<file path="src/rtl/raster_trigger_sync.sv">
module raster_trigger_sync #(
  parameter int CNT_W = 16
) (
  input  logic             clk,
  input  logic             rst_n,
  input  logic             phase_clr,
  input  logic             is_master,
  input  logic [CNT_W-1:0] period,
  input  logic             sw_fire,
  input  logic             line_in,
  output logic             line_out,
  output logic             start_pulse
);

  localparam logic [CNT_W-1:0] ONE = CNT_W'(1);

  logic [CNT_W-1:0] cnt;
  logic [2:0]       sync;
  logic             pend;
  logic             at_bnd, wrap, line_rise, raw;

  assign at_bnd      = (cnt == '0);
  assign wrap        = (period <= ONE) || (cnt >= period - ONE);
  assign line_rise   = sync[1] & ~sync[2];
  assign raw         = is_master ? sw_fire : line_rise;
  assign start_pulse = pend & at_bnd;

  always_ff @(posedge clk) begin
    if (!rst_n) begin
      cnt      <= '0;
      sync     <= '0;
      pend     <= 1'b0;
      line_out <= 1'b0;
    end else begin
      cnt      <= (phase_clr || wrap) ? '0 : cnt + ONE;
      sync     <= {sync[1:0], line_in};
      pend     <= start_pulse ? 1'b0 : (pend | raw);
      line_out <= is_master & sw_fire;
    end
  end

  AST_SINGLE_PULSE: assert property (@(posedge clk) disable iff (!rst_n)
    start_pulse |=> !start_pulse);
  AST_PEND_CLEARS: assert property (@(posedge clk) disable iff (!rst_n)
    start_pulse |=> !pend);
  AST_CLR_ZERO: assert property (@(posedge clk) disable iff (!rst_n)
    phase_clr |=> at_bnd);
  AST_SLAVE_QUIET: assert property (@(posedge clk) disable iff (!rst_n)
    !is_master |=> !line_out);
  AST_ARM: assert property (@(posedge clk) disable iff (!rst_n)
    (raw && !pend) |=> pend);
  AST_WAIT_GRID: assert property (@(posedge clk) disable iff (!rst_n)
    (pend && !at_bnd) |=> pend);
  AST_FAST_GRID: assert property (@(posedge clk) disable iff (!rst_n)
    (period <= ONE && !phase_clr) |=> at_bnd);

endmodule

</file>
<file path="config.mk">
export PLATFORM = sky130hd
export DESIGN_NAME = raster_trigger_sync
export DESIGN_NICKNAME = d
export VERILOG_FILES = /design/src/rtl/raster_trigger_sync.sv
export SDC_FILE = /design/constraint.sdc
export NUM_CORES = 1
export LEC_CHECK = 0
export ABC_AREA = 1
export BUFFER_PORTS_ARGS = -buffer_cell sky130_fd_sc_hd__buf_2
export CORE_MARGIN = 2
export CORE_UTILIZATION = 50
export CTS_BUF_LIST = sky130_fd_sc_hd__clkbuf_8
export CTS_CLUSTER_SIZE = 10
export DETAILED_ROUTE_END_ITERATION = 8
export MAX_ROUTING_LAYER = met4
export PLACE_DENSITY_LB_ADDON = 0.1
export SETUP_SLACK_MARGIN = 0.2
export SLEW_MARGIN = 20
export SYNTH_ARGS = -nofsm -noshare
export SYNTH_HDL_FRONTEND = slang
export SYNTH_SLANG_ARGS = --single-unit
export TNS_END_PERCENT = 50
</file>
<file path="constraint.sdc">
create_clock -name clk -period 3.4 [get_ports clk]
set_input_delay 0.51 -clock clk [delete_from_list [all_inputs] [get_ports clk]]
set_output_delay 0.51 -clock clk [all_outputs]
set_load 0.005 [all_outputs]
</file>
## Word-level counts from Yosys, hierarchy flattened

Cells that the tools add are included.

- Muxes and demuxes: 1
- Reductions and logical operators: 5
- Order comparisons: 2
- Bitwise gates (word level): 6
- $add $sub $neg: 2

Operators by type and width:

| cell | count |
|---|---|
| $add A16 B1 Y16 const B | 1 |
| $ge A16 B16 Y1 | 1 |
| $le A16 B1 Y1 const B | 1 |
| $logic_not A16 Y1 | 1 |
| $sub A16 B1 Y16 const B | 1 |
| $reduce_or A2 Y1 | 2 |
| $and A1 B1 Y1 | 3 |
| $logic_or A1 B1 Y1 | 2 |
| $not A1 Y1 | 2 |
| $mux W1 | 1 |
| $or A1 B1 Y1 | 1 |

- Register bits after elaboration: 21
- Output and inout bits: 2
- Bits of input ports: 22
- Word-level logic and storage cells: 20

## Depth between registers and ports, before layout

Gate-level depths: netlist of run 1.

- Depth after elaboration: 5
- Depth in mapped cells: 17

## Worst setup path after synthesis of run 1

OpenSTA, ideal clock, no wires.

- Kind: input port to flip-flop
- Start: in period[0]
- End: reg cnt[6]
- Stages on the path: 16
- Arrival time: 2.441 ns
- Path buffers: 1
- Required time: 3.336 ns
- Slack: 0.895 ns
- Library setup time: 0.064 ns
- Path through: inv_1 > ha_1 > inv_1 > nor3_2 > nand4_1 > xnor2_1 > inv_1 > ha_1 > nand2_1 > inv_1 > nand2_1 > nand4_1 > a21oi_1 > nand2_2 > buf_4 > nor2_1

- Cells in the longest elaborated chain, start to end: 5
- Elaborated cells between the ends (all ways): 6
- Those cells by class: 1 x add/sub; 2 x order compare; 3 x reduce/logical

RTL lines:

| what | RTL line | RTL |
|---|---|---|
| start: declaration | 8 | `input logic [CNT_W-1:0] period,` |
| $sub A16 B1 Y16 | 23 | `assign wrap = (period <= ONE) \|\| (cnt >= period - ONE);` |
| $ge A16 B16 Y1 | 23 |  |
| $logic_or A1 B1 Y1 * | 23 |  |
| $logic_or A1 B1 Y1 * | 35 | `cnt <= (phase_clr \|\| wrap) ? '0 : cnt + ONE;` |
| $reduce_or A2 Y1 (no source line) * | n/a |  |
| end signal: assignment | 35 |  |
| end: declaration | 17 | `logic [CNT_W-1:0] cnt;` |

Mark *: on every way between the ends. The rest lies on a longest branch, timed or not.
A chain may end at the register's enable or synchronous reset.

## Final worst setup path of run 1

- Start: in period[0]
- End: reg cnt[7]

The elaborated chain is that of the path after synthesis.

==> load_flow_metrics.sql, run 1 <==
INSERT INTO impl_metrics (metric_group, metric, value, unit) VALUES
('run_status', 'status', 'completed', ''),
('setup_path', 'worst_path_most_repeated_cell', 'sky130_fd_sc_hd__inv_1', ''),
('power', 'internal_power', '0.364', 'mW'),
('power', 'p_per_area', '264', 'nW/um2'),
('clock_tree', 'clock_tree_from_tritoncts', 'built', ''),
('timing', 'worst_margin_slew', '457', 'ps'),
('finish', 'multi_input_comb_area', '1080', 'um2'),
('yosys', 'avgSynthCellArea', '7.11', 'um2'),
('yosys', 'syn-cell-area', '1650', 'um2'),
('timing', 'setup_viol', '0', ''),
('timing', 'setup_repair_after_global_routing_missed_its_margin', 'no', ''),
('power', 'part_of_the_total_power_dissipated_in_sequential_elements', '51.3', '%'),
('setup_path', 'cpMaxStageDelayCell', 'sky130_fd_sc_hd__nor3_2', ''),
('yosys', 'ys_ff_latch', '21', ''),
('floorplanning', 'io_pins', '24', ''),
('timing', 'timing.final.max_slew_violations', '0', ''),
('timing', 'max-slew-margin-rel', '69.3', '%'),
('grt', 'global_route.usage.total', '18.9', '%'),
('clock_tree', 'cts_htree_levels', '1', ''),
('clock_tree', 'numCtsBuffers', '3', ''),
('timing', 'setup-tns-final', '0', 'ps'),
('timing', 'final.min_clock_period', '2550', 'ps'),
('grt', 'congestion_overflow_gr', '0', ''),
('clock_tree', 'cts_hold_buffers', '0', ''),
('finish', 'finish.net_count', '301', ''),
('finish', 'stdcell_count', '302', ''),
('power', 'power.share.switching', '26.1', '%'),
('drt', 'drt_iter0_drc', '46', ''),
('drt', 'wire_per_inst', '9.97', 'um'),
('timing', 'finalCritPeriodShare', '75.0', '%'),
('timing', 'skew', '2.37', 'ps'),
('clock_tree', 'clock_sink_count', '21', ''),
('setup_path', 'crit_path_max_fanout', '16', ''),
('setup_path', 'cp-end-kind', 'flop', ''),
('clock_tree', 'count_of_buffers_added_by_post_cts_timing_repair_for_setup', '0', ''),
('grt', 'first_global_vias', '1199', ''),
('finish', 'layout.area.seq', '420', 'um2'),
('placed_design', 'place_hpwl', '2520', 'um'),
('yosys', 'seq_area_frac_synth', '25.5', '%'),
('setup_path', 'r2r_cells', '13', ''),
('grt', 'antenna_found_initial', '0', ''),
('yosys', 'yosys_warnings', '0', ''),
('floorplanning', 'placement_rows', '20', ''),
('setup_path', 'timing.critical_path.required', '3600', 'ps'),
('setup_path', 'regToRegStartpoint', 'cnt[0]', ''),
('floorplanning', 'chipHeight', '61.5', 'um'),
('floorplanning', 'core', '3100', 'um2'),
('timing', 'fmaxAchievable', '392', 'MHz'),
('power', 'p_leak', '0.875', 'nW'),
('worst_hold_path', 'min_path_cells', '2', ''),
('power', 'clockPowerShare', '33.5', '%'),
('setup_path', 'critical_path_arrival', '2750', 'ps'),
('floorplanning', 'start_util', '53.2', '%'),
('grt', 'grt_pass1_wl', '5100', 'um'),
('worst_hold_path', 'min_from', 'sync[0]', ''),
('setup_path', 'critical_path.startpoint_type', 'input port', ''),
('setup_path', 'worst-r2r-setup-slack', '1730', 'ps'),
('setup_path', 'critical_path.cell_chain', 'buf_2, inv_1, ha_1, inv_1, nor3_2, nand4_1, xnor2_1, inv_1, ha_1, nand2_1, inv_1, nand2_1, nand4_1, a21oi_1, nand2_2, nor2_1', ''),
('clock_tree', 'path_clk_slew', '80', 'ps'),
('placed_design', 'port-buffer-count', '23', ''),
('setup_path', 'startpoint', 'period[0]', ''),
('finish', 'n_fill_cell', '333', ''),
('yosys', 'syn-num-nets', '274', ''),
('floorplanning', 'die_x', '61.5', 'um'),
('worst_hold_path', 'hp-class', 'reg2reg', ''),
('clock_tree', 'post_cts_resize_count', '0', ''),
('placed_design', 'placedCellCount', '298', ''),
('drt', 'detail_route.first_pass.iterations', '4', ''),
('finish', 'flow.area_growth_from_synthesis', '12.7', '%'),
('setup_path', 'max_stage_delay', '290', 'ps'),
('setup_path', 'reg2reg_to', 'cnt[7]', '');
Yosys cell counts (all sizes together):
cell type	n	area, um2
nand4	6	37.5
inv	37	139
xnor2	7	61.3
nand2	39	151
ha	20	250
nand3b	1	7.51
a211oi	2	15.0
buf	1	7.51
o21a	1	7.51
dfxtp	21	420
nor3b	3	33.8
nor4	2	12.5
a21oi	4	20.0
xor2	21	184
nor3	9	55.1
nor2	46	178
nand3	12	70.1
registers in the layout (all words and copies together), names as in the netlist:
| register | cells |
|---|---|
| sync | 3 |
| line_out | 1 |
| pend | 1 |
| cnt | 16 |
layout make-up:
cell class	instances	share of cell area, %
tap	44	2.96
timing repair buffer	23	6.19
multi-input combinational	173	58.3
clock inverter	1	0.269
sequential	21	22.6
inverter	37	7.47
clock buffer	3	2.22
worst max-delay path by stage:
stage / end / slack (ps) / depth (start not counted)
after global routing: cnt[8] / 550 / 16
after detailed placement: cnt[7] / 550 / 16
after CTS: cnt[7] / 830 / 16
after global placement: cnt[1] / 640 / 16
after floorplan: cnt[6] / 900 / 16
final: cnt[7] / 850 / 16
power groups by stage:
| stage | Combinational (mW) | Sequential [mW] | Clock, mW |
|---|---|---|---|
| 5_1_grt | 0.0877 | 0.253 | 0.180 |
| 6_report | 0.0749 | 0.252 | 0.165 |
| 3_3_place_gp | 0.0750 | 0.258 | 0 |
| 2_1_floorplan | 0.0477 | 0.258 | 0 |
| 4_1_cts | 0.0764 | 0.252 | 0.172 |
| 3_5_place_dp | 0.0760 | 0.258 | 0 |
logic make-up after synthesis:
family,Yosys count,share of synthesized area [%]
DFF,21,25.5
adders and majority gates,20,15.2
buffers and inverters,38,8.87
xor gates and xnor gates,28,14.9
AOI/OAI and AO/OA,7,2.58
and+or+nand+nor,118,33.1
routing by layer:
layer	global-route usage [%]	vias to the layer above	wire length, um
met4	4.56	0	37
met2	28.7	10	1430
li1	-	784	-
met5	-	-	0
met1	25.9	618	1470
met3	3.78	5	71
stage by stage:
step	area, um2	total power, mW	worst slack (ps)	utilization (%)
after floorplan	1650	0.305	895	-
after global placement	1810	0.333	645	58.4
after detailed placement	1810	0.334	554	58.4
after CTS	1860	0.500	832	59.9
after global routing	1860	0.521	549	59.9
final	1860	0.492	850	59.9
worst max-delay path: cells and delay by family:
family                     cells  cell delay (ps)
and+or+nand+nor                7             1020
adders and majority gates      2              490
xor gates and xnor gates       1              150
AOI/OAI and AO/OA              1              150
buffers and inverters          5              400
cells in the final DEF, fill, tap and decap left out:
cell                       netlist  layout
sky130_fd_sc_hd__nor2_2          2       2
sky130_fd_sc_hd__nor3b_4         1       1
sky130_fd_sc_hd__nor3_1          7       7
sky130_fd_sc_hd__nor2_1         44      44
sky130_fd_sc_hd__a21oi_1         4       4
sky130_fd_sc_hd__o21a_1          1       1
sky130_fd_sc_hd__ha_1           20      20
sky130_fd_sc_hd__xor2_1         21      21
sky130_fd_sc_hd__nand2_1        37      37
sky130_fd_sc_hd__dfxtp_1        21      21
sky130_fd_sc_hd__nand3b_1        1       1
sky130_fd_sc_hd__nor3b_1         2       2
sky130_fd_sc_hd__a211oi_1        2       2
sky130_fd_sc_hd__clkinv_2        0       1
sky130_fd_sc_hd__xnor2_1         7       7
sky130_fd_sc_hd__nor3_2          2       2
sky130_fd_sc_hd__nand3_1        10      10
sky130_fd_sc_hd__inv_1          37      37
sky130_fd_sc_hd__nand4_1         6       6
sky130_fd_sc_hd__nand2_2         2       2
sky130_fd_sc_hd__nand3_2         2       2
sky130_fd_sc_hd__buf_2           0      23
sky130_fd_sc_hd__nor4_1          2       2
sky130_fd_sc_hd__clkbuf_8        0       3
Power figures use the tool's default switching activity.
==> inputs of run 2 (changes only) <==
- clock period: 3.4 -> 2.2 ns (I/O delays scaled with it)
==> load_flow_metrics.sql, run 2 (synthesized netlist as in run 1, its figures left out) <==
INSERT INTO impl_metrics (metric_group, metric, value, unit) VALUES
('power', 'ir_worst_vdd', '0.000289', 'V'),
('timing', 'fmaxAchievable', '480', 'MHz'),
('clock_tree', 'clk_path_buf_depth', '2', ''),
('timing', 'max-slew-margin-rel', '65.3', '%'),
('setup_path', 'cp-end-kind', 'flop', ''),
('clock_tree', 'cts_htree_levels', '1', ''),
('drt', 'drt_iter0_drc', '49', ''),
('finish', 'num_antenna_cells', '0', ''),
('drt', 'detail_route.first_pass.iterations', '4', ''),
('drt', 'drc', '0', ''),
('timing', 'final_report_hold_violation_count', '0', ''),
('timing', 'setup_viol', '0', ''),
('floorplanning', 'die_area', '3780', 'um2'),
('finish', 'drive_gt1_share', '30.1', '%'),
('finish', 'leading_cell_types_in_the_layout_fill_and_taps_excluded', 'sky130_fd_sc_hd__nand2_1, sky130_fd_sc_hd__nor2_1, sky130_fd_sc_hd__inv_1', ''),
('timing', 'final.min_clock_period', '2080', 'ps'),
('grt', 'grt_pass1_wl', '6000', 'um'),
('timing', 'timing.final.max_slew_violations', '0', ''),
('timing', 'skew', '1.53', 'ps'),
('setup_path', 'crit_path_max_fanout', '8', ''),
('setup_path', 'cpMaxStageDelayCell', 'sky130_fd_sc_hd__ha_1', ''),
('finish', 'largest_register_ffs', '16', ''),
('drt', 'detailroute.via_count', '1543', ''),
('power', 'p_leak', '0.986', 'nW'),
('setup_path', 'critical_path.startpoint_type', 'input port', ''),
('timing', 'holdWs', '251', 'ps'),
('floorplanning', 'placement_rows', '20', ''),
('setup_path', 'worst_path_buf_inv', '4', ''),
('finish', 'multi_input_comb_area', '1220', 'um2'),
('floorplanning', 'core', '3100', 'um2'),
('floorplanning', 'die_x', '61.5', 'um'),
('finish', 'finish.net_count', '322', ''),
('setup_path', 'critical_path_class', 'in2reg', ''),
('finish', 'layout.area.seq', '420', 'um2'),
('placed_design', 'port-buffer-count', '23', ''),
('setup_path', 'critical_path_arrival', '2300', 'ps'),
('setup_path', 'timing.critical_path.required', '2410', 'ps'),
('drt', 'finalWirelength', '3710', 'um'),
('finish', 'mostFrequentLayoutCell', 'sky130_fd_sc_hd__nand2_1', ''),
('setup_path', 'worst_path_most_repeated_cell', 'sky130_fd_sc_hd__nand4_1', ''),
('finish', 'reg_top3', 'cnt: 16 flops, sync: 3 flops', ''),
('setup_path', 'critical_path.cell_chain', 'buf_2, inv_2, nand4_1, buf_4, nor2_4, nand4_1, xor2_1, ha_1, nand2_4, inv_2, nand3_2, nand4_1, a21oi_4, nand2_4, nor2_1', ''),
('finish', 'flow.area_growth_from_synthesis', '32.1', '%'),
('drt', 'wire_per_inst', '11.5', 'um'),
('floorplanning', 'start_util', '53.2', '%'),
('clock_tree', 'path_clk_slew', '80', 'ps'),
('grt', 'antenna_found_initial', '0', ''),
('timing', 'finalCritPeriodShare', '94.6', '%'),
('grt', 'grt_max_degree', '14', ''),
('finish', 'top_register', 'cnt', ''),
('floorplanning', 'chipHeight', '61.5', 'um'),
('setup_path', 'critPathTopFamily', 'simple AND/OR/NAND/NOR gates', ''),
('power', 'finalPower', '0.826', 'mW'),
('floorplanning', 'io_pins', '24', ''),
('timing', 'worst_margin_slew', '518', 'ps'),
('clock_tree', 'numCtsBuffers', '3', ''),
('flow_run', 'cap_viol_max_count', '0', ''),
('drt', 'detail_route.vias_per_cell', '4.78', ''),
('setup_path', 'max_stage_delay', '330', 'ps'),
('grt', 'first_global_vias', '1454', ''),
('clock_tree', 'clock_tree_from_tritoncts', 'built', ''),
('drt', 'antenna_violating_nets_remaining', '0', ''),
('run_status', 'status', 'completed', ''),
('placed_design', 'place_hpwl', '2790', 'um'),
('grt', 'global_route.usage.total', '22.0', '%'),
('worst_hold_path', 'hp-class', 'in2reg', ''),
('finish', 'n_fill_cell', '271', ''),
('grt', 'congestion_overflow_gr', '0', ''),
('clock_tree', 'clock_sink_count', '21', ''),
('power', 'p_per_area', '379', 'nW/um2'),
('placed_design', 'globalplace.congestion', '0.841', ''),
('clock_tree', 'cts.root.buffer_cell', 'sky130_fd_sc_hd__clkbuf_8', ''),
('clock_tree', 'clk-insertion-delay-late', '270', 'ps'),
('timing', 'setup_repair_after_global_routing_missed_its_margin', 'yes', '');
==> run 2: changes by cell type in the layout (fill, tap and decap cells not counted), sizes merged <==
cell / change
nand2: +1
buf: +20
clkinvlp: +2
inv: -1
clkinv: -1
==> run 2: path summary, 6_finish.rpt <==
| kind | startpoint | endpoint | slack [ps] | cells after the start |
|---|---|---|---|---|
| min reg2reg | sync[0] | sync[1] | 420 | 2 |
| max reg2reg | cnt[3] | cnt[15] | 530 | 12 |
| min | line_in | sync[0] | 250 | 3 |
| max | period[5] | cnt[15] | 120 | 15 |
==> run 2: through the flow <==
step	cells	utilization (%)	setup slack (ps)	setup TNS [ps]	area, um2
final	323	70.3	118	0	2180
after global routing	323	70.3	-51.3	-294	2180
after CTS	322	67.3	104	0	2090
after detailed placement	317	64.2	-288	-4310	1990
after global placement	317	64.2	-212	-3330	1990
after floorplan	232	-	73.3	0	1690
==> run 2: per-layer routing <==
layer  wire length [um]  track usage [%]  vias to the layer above
met4                 53             8.21                        0
li1                   -                -                      830
met5                  0                -                        -
met1               1700             27.5                      689
met2               1900             37.2                       19
met3                 65             1.26                        5
==> run 2: cell type report <==
cell class | instances | share of cell area [%]
Timing Repair Buffer | 43 | 13.2
Clock buffer | 3 | 1.89
Sequential cell | 21 | 19.3
Tap cell | 44 | 2.52
Inverter | 37 | 6.66
Multi-Input combinational cell | 174 | 56.1
Clock inverter | 1 | 0.344
==> run 2: tightest hold or removal path, stage by stage <==
cell	delay, ps
sky130_fd_sc_hd__buf_2	70
sky130_fd_sc_hd__nand2_1	50
sky130_fd_sc_hd__inv_1	40
==> run 2: report_power, final <==
group / switching (mW) / leakage [nW] / internal (mW)
clock: 0.140 / 0.0217 / 0.128
sequential: 0.00393 / 0.170 / 0.386
combinational: 0.0879 / 0.794 / 0.0797
==> run 2: what timing repair did <==
item                       4_1_cts  5_1_grt
hold buffers                     0        0
setup endpoints to repair       16       16
pin swaps                        6       18
hold endpoints to repair         0        0
buffers inserted                 0        1
gates resized for setup         11       24
cloned                           1        0
